===== config.mk =====
export PLATFORM = sky130hd
export DESIGN_NAME = addr_region_decode
export DESIGN_NICKNAME = d
export VERILOG_FILES = /design/src/rtl/ardec_pkg.sv /design/src/rtl/ardec_cs_bank.sv /design/src/rtl/ardec_remap_ctl.sv /design/src/rtl/ardec_word_align.sv /design/src/rtl/addr_region_decode.sv
export SDC_FILE = /design/constraint.sdc
export NUM_CORES = 1
export LEC_CHECK = 0
export BUFFER_PORTS_ARGS = -buffer_cell sky130_fd_sc_hd__clkbuf_2
export CAP_MARGIN = 10
export CORE_ASPECT_RATIO = 0.75
export CORE_MARGIN = 2
export CORE_UTILIZATION = 52
export DETAILED_ROUTE_END_ITERATION = 7
export MAX_ROUTING_LAYER = met4
export PLACE_DENSITY_LB_ADDON = 0.25
export SLEW_MARGIN = 20
export SYNTH_ARGS = -nofsm -noshare
export SYNTH_HDL_FRONTEND = slang
export SYNTH_SLANG_ARGS = --single-unit

===== constraint.sdc =====
create_clock -name clk -period 2.88 [get_ports clk]
set_clock_uncertainty 0.1 [all_clocks]
set_input_delay 0.576 -clock clk [delete_from_list [all_inputs] [get_ports clk]]
set_output_delay 0.576 -clock clk [all_outputs]
set_load 0.03 [all_outputs]

===== src/rtl/ardec_pkg.sv =====
package ardec_pkg;
   typedef enum logic [1:0] {
      SZ_BYTE = 2'd0,
      SZ_HALF = 2'd1,
      SZ_WORD = 2'd2
   } acc_size_e;

   localparam int REGION_SHIFT = 22;  // 4 MB region granule
   localparam int MB_SHIFT     = 20;  // bank base granule
   localparam int MAX_SIZE_CODE = 4;  // 16 MB ceiling
endpackage


===== src/rtl/ardec_cs_bank.sv =====
module ardec_cs_bank
   import ardec_pkg::*;
#(
   parameter int MB_W     = 12,
   parameter int RST_EN   = 0,
   parameter int RST_BASE = 0,
   parameter int RST_SIZE = 0
) (
   input  logic            clk,
   input  logic            rst_n,
   input  logic            soft_rst,
   input  logic            wr_en,
   input  logic [MB_W-1:0] wr_base,
   input  logic [2:0]      wr_size,
   input  logic            wr_enable,
   input  logic [MB_W-1:0] addr_mb,
   output logic            hit,
   output logic            enabled
);
   logic [MB_W-1:0] base_q;
   logic [2:0]      size_q;
   logic            en_q;
   logic [2:0]      size_eff;
   logic [MB_W-1:0] mask;

   always_ff @(posedge clk or negedge rst_n) begin
      if (!rst_n) begin
         base_q <= MB_W'(RST_BASE);
         size_q <= 3'(RST_SIZE);
         en_q   <= (RST_EN != 0);
      end else if (soft_rst) begin
         base_q <= MB_W'(RST_BASE);
         size_q <= 3'(RST_SIZE);
         en_q   <= (RST_EN != 0);
      end else if (wr_en) begin
         base_q <= wr_base;
         size_q <= wr_size;
         en_q   <= wr_enable;
      end
   end

   always_comb begin
      size_eff = (size_q > 3'(MAX_SIZE_CODE)) ? 3'(MAX_SIZE_CODE) : size_q;
      mask     = {MB_W{1'b1}} << size_eff;
      hit      = ((addr_mb & mask) == (base_q & mask));
      enabled  = en_q;
   end
endmodule


===== src/rtl/ardec_remap_ctl.sv =====
module ardec_remap_ctl (
   input  logic clk,
   input  logic rst_n,
   input  logic soft_rst,
   input  logic remap_cmd,
   input  logic boot_pin,
   output logic remap,
   output logic boot_narrow
);
   logic remap_q;
   logic boot_q;

   always_ff @(posedge clk or negedge rst_n) begin
      if (!rst_n)          remap_q <= 1'b0;
      else if (soft_rst)   remap_q <= 1'b0;
      else if (remap_cmd)  remap_q <= 1'b1;
   end

   // strap sampled only while the external reset holds
   always_ff @(posedge clk) begin
      if (!rst_n) boot_q <= boot_pin;
   end

   assign remap       = remap_q;
   assign boot_narrow = boot_q;
endmodule


===== src/rtl/ardec_word_align.sv =====
module ardec_word_align
   import ardec_pkg::*;
#(
   parameter int ADDR_W        = 32,
   parameter bit PER_WORD_ONLY = 1'b1
) (
   input  logic [ADDR_W-1:0] addr_in,
   input  logic [1:0]        size_in,
   input  logic              is_per,
   output logic [ADDR_W-1:0] addr_out,
   output logic [1:0]        size_out
);
   generate
      if (PER_WORD_ONLY) begin : g_force_word
         always_comb begin
            addr_out = is_per ? {addr_in[ADDR_W-1:2], 2'b00} : addr_in;
            size_out = is_per ? SZ_WORD : size_in;
         end
      end else begin : g_addr_only
         always_comb begin
            addr_out = is_per ? {addr_in[ADDR_W-1:2], 2'b00} : addr_in;
            size_out = size_in;
         end
      end
   endgenerate
endmodule


===== src/rtl/addr_region_decode.sv =====
module addr_region_decode
   import ardec_pkg::*;
#(
   parameter int ADDR_W         = 32,
   parameter int NUM_CS         = 8,
   parameter int BOOT_BASE_MB   = 16,
   parameter int BOOT_SIZE_CODE = 0,
   parameter bit PER_WORD_ONLY  = 1'b1,
   localparam int MB_W  = ADDR_W - MB_SHIFT,
   localparam int IDX_W = (NUM_CS > 1) ? $clog2(NUM_CS) : 1
) (
   input  logic              clk,
   input  logic              rst_n,
   input  logic              soft_rst_i,
   input  logic              boot_narrow_i,
   input  logic              remap_cmd_i,
   input  logic              cfg_we_i,
   input  logic [IDX_W-1:0]  cfg_idx_i,
   input  logic [MB_W-1:0]   cfg_base_mb_i,
   input  logic [2:0]        cfg_size_i,
   input  logic              cfg_en_i,
   input  logic              req_valid_i,
   input  logic [ADDR_W-1:0] req_addr_i,
   input  logic [1:0]        req_size_i,
   input  logic              req_write_i,
   output logic              sel_ram_o,
   output logic              sel_ext_o,
   output logic              sel_per_o,
   output logic [IDX_W-1:0]  cs_idx_o,
   output logic              abort_o,
   output logic [ADDR_W-1:0] bus_addr_o,
   output logic [1:0]        bus_size_o,
   output logic              bus_write_o,
   output logic              remap_o,
   output logic              boot_narrow_o
);
   localparam int REG_W = ADDR_W - REGION_SHIFT;

   generate
      if (ADDR_W < 24 || ADDR_W > 48) begin : g_bad_addr
         $error("addr_region_decode: ADDR_W out of range");
      end
      if (NUM_CS < 1 || NUM_CS > 16) begin : g_bad_cs
         $error("addr_region_decode: NUM_CS out of range");
      end
      if (BOOT_SIZE_CODE < 0 || BOOT_SIZE_CODE > 7) begin : g_bad_boot
         $error("addr_region_decode: BOOT_SIZE_CODE out of range");
      end
   endgenerate

   logic [NUM_CS-1:0] bank_hit;
   logic [NUM_CS-1:0] bank_en;
   logic [MB_W-1:0]   addr_mb;
   logic              in_low, in_top;
   logic              any_hit, hit_en;
   logic [IDX_W-1:0]  hit_idx;
   logic              ext_ok;
   logic              remap_w;

   assign addr_mb = req_addr_i[ADDR_W-1:MB_SHIFT];
   assign in_low  = (req_addr_i[ADDR_W-1:REGION_SHIFT] == '0);
   assign in_top  = &req_addr_i[ADDR_W-1:REGION_SHIFT];

   genvar gi;
   generate
      for (gi = 0; gi < NUM_CS; gi++) begin : g_bank
         ardec_cs_bank #(
            .MB_W    (MB_W),
            .RST_EN  ((gi == 0) ? 1 : 0),
            .RST_BASE((gi == 0) ? BOOT_BASE_MB : 0),
            .RST_SIZE((gi == 0) ? BOOT_SIZE_CODE : 0)
         ) u_bank (
            .clk      (clk),
            .rst_n    (rst_n),
            .soft_rst (soft_rst_i),
            .wr_en    (cfg_we_i && (cfg_idx_i == IDX_W'(gi))),
            .wr_base  (cfg_base_mb_i),
            .wr_size  (cfg_size_i),
            .wr_enable(cfg_en_i),
            .addr_mb  (addr_mb),
            .hit      (bank_hit[gi]),
            .enabled  (bank_en[gi])
         );
      end
   endgenerate

   // lowest index claims the address
   always_comb begin
      any_hit = 1'b0;
      hit_en  = 1'b0;
      hit_idx = '0;
      for (int i = NUM_CS - 1; i >= 0; i--) begin
         if (bank_hit[i]) begin
            any_hit = 1'b1;
            hit_en  = bank_en[i];
            hit_idx = IDX_W'(i);
         end
      end
   end

   ardec_remap_ctl u_remap (
      .clk        (clk),
      .rst_n      (rst_n),
      .soft_rst   (soft_rst_i),
      .remap_cmd  (remap_cmd_i),
      .boot_pin   (boot_narrow_i),
      .remap      (remap_w),
      .boot_narrow(boot_narrow_o)
   );

   assign ext_ok = any_hit && hit_en && (remap_w || (hit_idx == '0));

   always_comb begin
      sel_ram_o = 1'b0;
      sel_ext_o = 1'b0;
      sel_per_o = 1'b0;
      abort_o   = 1'b0;
      cs_idx_o  = '0;
      if (req_valid_i) begin
         if (in_top) begin
            sel_per_o = 1'b1;
         end else if (in_low) begin
            if (remap_w) sel_ram_o = 1'b1;
            else         sel_ext_o = 1'b1;
         end else if (ext_ok) begin
            sel_ext_o = 1'b1;
            cs_idx_o  = hit_idx;
         end else begin
            abort_o = 1'b1;
         end
      end
   end

   ardec_word_align #(
      .ADDR_W       (ADDR_W),
      .PER_WORD_ONLY(PER_WORD_ONLY)
   ) u_align (
      .addr_in (req_addr_i),
      .size_in (req_size_i),
      .is_per  (in_top),
      .addr_out(bus_addr_o),
      .size_out(bus_size_o)
   );

   assign bus_write_o = req_write_i;
   assign remap_o     = remap_w;

   logic unused_reg;
   assign unused_reg = ^REG_W;
endmodule


Word-level counts from Yosys, hierarchy flattened --
Cells that the tools add are included.
Word-level totals: register bits 130, latch bits 0, bits in writable memories 0, ROM bits 0, input bits 61, word-level logic and storage cells 200, memories 0
Operators by class: add/sub/neg operators 0, multiply operators 0, div/mod/pow operators 0, magnitude comparators 8, equality and inequality tests 15, shift-type cells 8, muxes and demuxes 103, bitwise gates (word level) 16, reductions and logical operators 24
Operators with widths (number):
- 12-bit bitwise AND | 16
- 12-bit two-way mux | 16
- 3-bit two-way mux | 36
- 12-bit == test | 8
- 12-bit by 3-bit << shifter with 12-bit output, first input constant | 8
- 1-bit two-way mux | 49
- 3-bit > comparator, second input constant | 8
- 2-bit nonzero test | 9
- 3-bit == test, second input constant | 4
- 1-bit logical AND | 10
- 10-bit zero test | 1
- 10-bit AND reduction | 1
- 3-bit by 2-bit == test with 1-bit output, second input constant | 2
- 3-bit zero test | 2
- 2-bit two-way mux | 2
- 3-bit by 1-bit == test with 1-bit output, second input constant | 1
- 1-bit logical OR | 1

Depth between registers and ports, before layout --
Gate-level depths: netlist (run 1).
word-level depth 20, depth in mapped cells 9

By module --
Synthesis (run 1) repeated with hierarchy kept, for this count alone.
Second synthesis, totals: cell total of the unflattened synthesis 674, area total of the unflattened synthesis 7121.8 sq um
Modules (own cells, without submodules):
- ardec_cs_bank (g_bank[1].u_bank ...) | instances 7, cells an instance 71, area each 803.3 sq um
- ardec_cs_bank (g_bank[0].u_bank) | instances 1, cells an instance 71, area each 809.5 sq um
- addr_region_decode | instances 1, cells an instance 68, area each 362.8 sq um
- ardec_word_align | instances 1, cells an instance 34, area each 257.7 sq um
- ardec_remap_ctl | instances 1, cells an instance 4, area each 68.8 sq um

Least setup slack after synthesis (run 1) --
Ideal clock, no wire load.
path kind in2out, start in req_addr_i[28], end out cs_idx_o[2], arrival time 2.690 ns, data required time 2.204 ns, slack -0.486 ns, stages 9, buffers on the path 1, path through buf_6 > xor2_1 > nor4_2 > nand2_1 > a2111oi_1 > o311ai_1 > a32oi_1 > nand4b_1 > nor3_1
On the way: word-level cells in the longest chain between the ends 17, elaborated cells on any way between the ends 50, those cells by class 8 x eq/ne; 28 x mux; 8 x bitwise; 6 x reduce/logical
Ends and longest elaborated chain:
- start: declaration | RTL line addr_region_decode.sv:23 | input logic [ADDR_W-1:0] req_addr_i,
- 12-bit bitwise AND | RTL line ardec_cs_bank.sv:45 | hit = ((addr_mb & mask) == (base_q & mask));
- 12-bit == test | RTL line ardec_cs_bank.sv:45
- 3-bit two-way mux (8 in a row) | RTL line addr_region_decode.sv:93 | if (bank_hit[i]) begin
- 3-bit zero test | RTL line addr_region_decode.sv:111 | assign ext_ok = any_hit && hit_en && (remap_w || (hit_idx == '0));
- 1-bit logical OR | RTL line addr_region_decode.sv:111
- 1-bit logical AND | RTL line addr_region_decode.sv:111
- 3-bit two-way mux | RTL line addr_region_decode.sv:125 | end else if (ext_ok) begin
- 3-bit two-way mux | RTL line addr_region_decode.sv:122 | end else if (in_low) begin
- 3-bit two-way mux (*) | RTL line addr_region_decode.sv:120 | if (in_top) begin
- 3-bit two-way mux (*) | RTL line addr_region_decode.sv:119 | if (req_valid_i) begin
- end: declaration | RTL line addr_region_decode.sv:29 | output logic [IDX_W-1:0] cs_idx_o,
Mark *: on every way between the ends. The rest lies on a longest branch, timed or not.

Worst setup path in the final report (run 1) --
start reg g_bank[4].u_bank.base_q[6], end out cs_idx_o[1]
On the way: word-level cells in the longest chain between the ends 14, elaborated cells on any way between the ends 25, those cells by class 1 x eq/ne; 19 x mux; 1 x bitwise; 4 x reduce/logical
Ends and longest elaborated chain:
- start: declaration | RTL line ardec_cs_bank.sv:20 | logic [MB_W-1:0] base_q;
- start signal: assignment | RTL line ardec_cs_bank.sv:28 | base_q <= MB_W'(RST_BASE);
- start signal: assignment | RTL line ardec_cs_bank.sv:32 | base_q <= MB_W'(RST_BASE);
- start signal: assignment | RTL line ardec_cs_bank.sv:36 | base_q <= wr_base;
- 12-bit bitwise AND (*) | RTL line ardec_cs_bank.sv:45
- 12-bit == test (*) | RTL line ardec_cs_bank.sv:45
- 3-bit two-way mux (5 in a row) | RTL line addr_region_decode.sv:93
- 3-bit zero test | RTL line addr_region_decode.sv:111
- 1-bit logical OR | RTL line addr_region_decode.sv:111
- 1-bit logical AND | RTL line addr_region_decode.sv:111
- 3-bit two-way mux (*) | RTL line addr_region_decode.sv:125
- 3-bit two-way mux (*) | RTL line addr_region_decode.sv:122
- 3-bit two-way mux (*) | RTL line addr_region_decode.sv:120
- 3-bit two-way mux (*) | RTL line addr_region_decode.sv:119
Marks and branches as above.

==> reports/metrics.csv, run 1 <==
metric;value;unit
slew margin rel.;46.28;%
synth top area cells;dfrtp_1, nand2_1, a21oi_1, xor2_1, xnor2_1;
Final Cycle Share;125.8;%
Max rail drop VDD;0.0005293;V
Syn Nets;906;
chip height;105.4;um
CTS tree;built;
Slew @ Worst Pin;0.8036;ns
CP Capture Type;output pin;
Residual DRC;0;
synth warn;0;
final slew viol count;0;
CP required;2.20;ns
Routed Antenna Nets;0;
RSZ-0062 raised after global routing;true;
failing checks;negative setup slack;
R2R cell count;3;
dpl hpwl;14460;um
Post-synth EDFFs;1;
Total Routing Usage GR;30.69;%
clock slew at reported path FFs;0.06;ns
Critical R2R Launch;g_bank[3].u_bank.base_q[8];
CP most frequent cell;buf_4;
CTS hold repair buffers;0;
CTS H-Tree Depth;4;
final WL;21230;um
largest net degree at the start of global routing;69;
worst setup path startpoint;g_bank[4].u_bank.base_q[6];
Tmin final;3.624;ns
PortBufs;66;
share of layout cells above drive strength 1;23.25;%
most frequent cell after synthesis;nand2_1;
drt first pass iters;6;
diode count;0;
kind of cell adding the most delay to the critical path;compound AO/OA/AOI/OAI gates;
final setup vio count;6;
clock latency on the worst-skew pair;0.43;ns
Initial Util;53.96;%
Die X;139.1;um
average cell area after synthesis;8.428;um2
first-pass GRT wire length;33750;um
# IOs;105;
final hold violation count;0;
drt via density;5.734;
max-cap viol count;0;
LEAKAGE;0.003826;uW
r2r setup slk;1.95;ns
WS Path Type;flop to output pin;
CORE AREA;13200;um2
crit start category;flop;
die area;14660;um2
aggregate global routing overflow;0;
wire per inst;19.30;um
crit-path cells;xor2_1 -> nor4_2 -> buf_4 -> nand2_4 -> o32ai_4 -> a2111oi_2 -> a32oi_1 -> nand4b_1 -> buf_4 -> a211oi_4 -> clkbuf_8;
Critical path buffers and inverters;3;
vias;6307;
initial drt markers;602;
min-delay worst type;input pin to asynchronous set/reset pin;
top-area cell type share of the netlist area;44.62;%
crit path capture;cs_idx_o[1];
TNS Setup;-3.507;ns
post-synthesis sequential area ratio;45.78;%
CP Depth;11;
Synth Flop Type;dfrtp_1;
root buf cell;clkbuf_16;
worst reg2reg path endpoint;g_bank[3].u_bank.base_q[8];
Max clock buf depth;2;
worst setup margin;-0.7440;ns
TritonCTS Sinks;130;
Slowest cell on crit path;nor4_2;
status;complete, but fails checks;
CTS buffer count;17;
cell count after synthesis;845;
vias in the first global route;6277;
Netlist cell types;51;
Fmax;0.2759;GHz
row count;36;
area leader, netlist;dfrtp_1;
top post-synthesis cells by count;nand2_1, a21oi_1, dfrtp_1, xor2_1, buf_4;
post-layout util;66.00;%
Area growth syn-to-layout;22.31;%
initial antenna violation count;0;
final net count;977;
Max FO, Critical Path;3;
pwr/cell area;547.0;nW/um2
Worst EP arrival;2.95;ns
CP max stage delay;0.40;ns
GP Congestion;1.030;
Synth Cell Area;7122;um2
#FFs+latches synth;130;
Async S/R FF share, synth;99.23;%
Tot Pwr;4765;uW
[flip-flops by register name, summed over array words and instances, names as in the netlist]
| register | cells |
|---|---|
| g_bank.u_bank.size_q | 24 |
| u_remap.boot_narrow | 1 |
| g_bank.u_bank.enabled | 8 |
| u_remap.remap | 1 |
| g_bank.u_bank.base_q | 96 |
[cells by family (layout without fill, tap and decap cells)]
family,count (synthesis),after routing,synth area share (%)
AOI/OAI and AO/OA,161,161,12.76
xor gates and xnor gates,96,96,11.91
buffers and inverters,98,182,8.029
DFF,130,130,45.78
and+or+nand+nor,360,360,21.52
[metal layers]
| layer | track usage (%) | vias to the layer above | wire [um] |
|---|---|---|---|
| li1 | - | 2880 | - |
| met1 | 41.95 | 3077 | 9119 |
| met2 | 46.69 | 299 | 9726 |
| met3 | 5.725 | 51 | 1825 |
| met4 | 10.17 | 0 | 555 |
| met5 | - | - | 0 |
[what timing repair did]
| action | CTS | global route |
|---|---|---|
| pin swaps | 8 | 8 |
| endpoints found under the hold margin | 0 | 0 |
| setup buffers | 2 | 2 |
| setup endpoints to repair | 6 | 8 |
| gates resized for setup | 25 | 8 |
[area by class of cell]
cell class | instances | area (um2)
fill | 1061 | 4487
multi-input combinational | 617 | 3513
timing repair buffer | 143 | 1065
inverter | 7 | 26.28
sequential | 130 | 3261
clock buffer | 18 | 429.2
tap | 171 | 214.0
clock inverter | 14 | 202.7
[cells in the final DEF, fill, tap and decap left out, types with 2 or more instances in the layout]
cell / n
a2111oi_2: 2
dfrtp_1: 127
and3_1: 2
clkbuf_16: 17
xnor2_1: 29
buf_2: 2
or3_1: 4
bufinv_16: 4
nand2_1: 270
a21oi_1: 133
nor3_1: 4
nand3_1: 6
clkbuf_8: 4
nor4_2: 7
or2_2: 2
nor3_2: 3
nor2_1: 20
buf_4: 70
inv_1: 7
nor2b_1: 6
xnor2_2: 3
dfstp_2: 2
clkinvlp_4: 4
nor4_1: 9
xor2_1: 63
nand4_1: 7
clkbuf_2: 56
nand2b_1: 6
clkinv_4: 2
buf_12: 8
a211oi_1: 2
a21oi_2: 4
inv_6: 4
nand3b_1: 4
[metrics by stage]
step / worst slack (ns) / std cells / hold slack [ns] / area [um2]
after detailed placement: -0.8436 / 1064 / 0.4036 / 7886
final: -0.7440 / 1100 / 0.06670 / 8711
after CTS: -0.7330 / 1098 / 0.1185 / 8666
after floorplan: -0.2441 / 845 / 0.1804 / 7238
after global routing: -0.8025 / 1100 / 0.1240 / 8711
after global placement: -0.8268 / 1064 / 0.3898 / 7886
[worst register-to-register path, delay by kind of cell, from the launching register on]
kind	cells	cell delay, ns
and+or+nand+nor	1	0.04
AOI/OAI and AO/OA	1	0.21
buffers and inverters	1	0.12
DFF	1	0.38
[worst min path at each step]
stage,from,end,slack [ns],cells after the start
2_1_floorplan,rst_n,g_bank[0].u_bank.base_q[0],0.18,0
3_3_place_gp,g_bank[0].u_bank.base_q[4],g_bank[0].u_bank.base_q[4],0.39,2
3_5_place_dp,g_bank[0].u_bank.base_q[4],g_bank[0].u_bank.base_q[4],0.40,2
4_1_cts,rst_n,g_bank[1].u_bank.size_q[2],0.12,2
5_1_grt,rst_n,g_bank[1].u_bank.size_q[2],0.12,2
6_report,rst_n,g_bank[1].u_bank.size_q[2],0.07,2
[power breakdown]
| group | switching (uW) | total (uW) | internal (uW) |
|---|---|---|---|
| combinational | 348 | 541 | 194 |
| sequential | 32.5 | 1900 | 1870 |
| clock | 862 | 2320 | 1460 |
| total | 1240 | 4760 | 3520 |
No activity file was read; power rests on OpenSTA's default activity.
==> run 2, diff against run 1 <==
Settings changed: CORE_UTILIZATION 52 to 55.
Clock period 2.88 ns to 4.19 ns, I/O delays scaled along.
==> run 2 against run 1 <==
  * The run now ends clean
  * Sequential share of layout area rose by 3.0 points
  * Non-clock buffer count is 54 lower
  * Final area shrank 7.4%
  * Critical path type is now input pin to output pin
  * Critical endpoint unchanged
  * Largest cell class unchanged
  * Largest power group unchanged
==> reports/metrics.csv, run 2 (synthesis gave the netlist of run 1 again) <==
metric;value;unit
status;complete, no violations;
final slew viol count;0;
Max rail drop VDD;0.0003188;V
dpl hpwl;13620;um
LEAKAGE;0.003468;uW
root buf cell;clkbuf_16;
vias;6119;
clock slew at reported path FFs;0.06;ns
GP Congestion;1.050;
CORE AREA;12440;um2
Area growth syn-to-layout;13.21;%
CP required;3.25;ns
share of layout cells above drive strength 1;17.49;%
Initial Util;57.26;%
Fmax;0.2422;GHz
drt first pass iters;7;
Max clock buf depth;2;
largest net degree at the start of global routing;67;
initial antenna violation count;0;
PortBufs;66;
crit start category;input pin;
CP Capture Type;output pin;
Residual DRC;0;
Total Routing Usage GR;31.65;%
max FFs per register;96;
Multi-input gate area;3396;um2
pwr/cell area;399.5;nW/um2
TritonCTS Sinks;130;
Seq. cell area;3261;um2
Largest Register;g_bank.u_bank.base_q;
Tmin final;4.129;ns
grt peak-use layer;met2;
TNS Setup;0;ns
Worst EP arrival;3.19;ns
grt met2 use;47.05;%
commonest cells after routing, fill and taps aside;nand2_1, a21oi_1, dfrtp_1;
Max FO, Critical Path;7;
# IOs;105;
R2R cell count;2;
clock latency on the worst-skew pair;0.43;ns
design area;8063;um2
GR Util met3;7.670;%
CTS buffer count;17;
final net count;923;
die area;13880;um2
Final Cycle Share;98.54;%
most common cell after layout, fill and taps aside;nand2_1;
initial drt markers;718;
final WL;20400;um
Die X;135.4;um
worst setup margin;0.06130;ns
Layout fillers;1003;
Slew @ Worst Pin;0.8678;ns
final setup vio count;0;
final hold violation count;0;
CTS tree;built;
row count;35;
CTS resizes;0;
first-pass GRT wire length;31800;um
# Post-CTS Setup Buffers;0;
Area after DPL;7343;um2
drt via density;5.878;
aggregate global routing overflow;0;
min-delay worst type;input pin to asynchronous set/reset pin;
WS Path Type;input pin to output pin;
worst slack at placement;0.07198;ns
met1 Use GR;43.39;%
chip height;102.5;um
final hold slack;0.2410;ns
Routed Antenna Nets;0;
CTS H-Tree Depth;4;
slew margin rel.;42.08;%
post-layout util;64.83;%
vias in the first global route;5873;
max-cap viol count;0;
wire per inst;19.60;um
CTS hold repair buffers;0;
diode count;0;
[run 2: changes by cell type in the layout (fill, tap and decap cells not counted), sizes merged]
cell,delta
buf,-52
bufinv,-1
clkbuf,+1
clkinv,-1
clkinvlp,+1
inv,-2
[run 2: worst paths after layout]
check / startpoint / endpoint / slack [ns]
setup / recovery: req_addr_i[25] / cs_idx_o[1] / 0.06
setup reg to reg: g_bank[0].u_bank.enabled / g_bank[0].u_bank.enabled / 3.27
hold / removal: rst_n / g_bank[2].u_bank.base_q[2] / 0.24
hold reg to reg: g_bank[6].u_bank.enabled / g_bank[6].u_bank.enabled / 0.42
max in group asynchronous: rst_n / g_bank[6].u_bank.size_q[0] / 2.79
min in group clk: g_bank[6].u_bank.enabled / g_bank[6].u_bank.enabled / 0.42
[run 2: layout make-up]
class                   instances  area share (%)
multi-input cells             617           42.12
flip-flops and latches        130           40.44
repair buffers                 89           6.719
clock buffers                  21           5.959
well taps                     166           2.576
clock inverters                11           1.862
inverters                       7          0.3259
[run 2: critical path, stage by stage]
cell      delay, ns
clkbuf_2       0.22
xor2_1         0.22
nor4_1         0.48
o211a_2        0.39
a211oi_1       0.12
a32oi_1        0.24
nand4b_1       0.24
a211oi_2       0.24
buf_4          0.20
[run 2: power breakdown]
part           internal [uW]  leakage, uW  total (uW)  switching, uW
registers               1280      0.00179        1310           21.7
clock network           1000     0.000294        1580            582
logic                    102      0.00138         332            230
[run 2: per-layer routing]
metal,wire length [um],up-vias
li1,-,2775
met1,8935,2963
met2,9091,336
met3,2003,45
met4,368,0
met5,0,-
[run 2: through the flow]
step,instances,power [uW]
final,1041,3221
after global routing,1041,3312
after CTS,1042,3220
after detailed placement,1010,1647
after global placement,1010,1639
after floorplan,845,1568
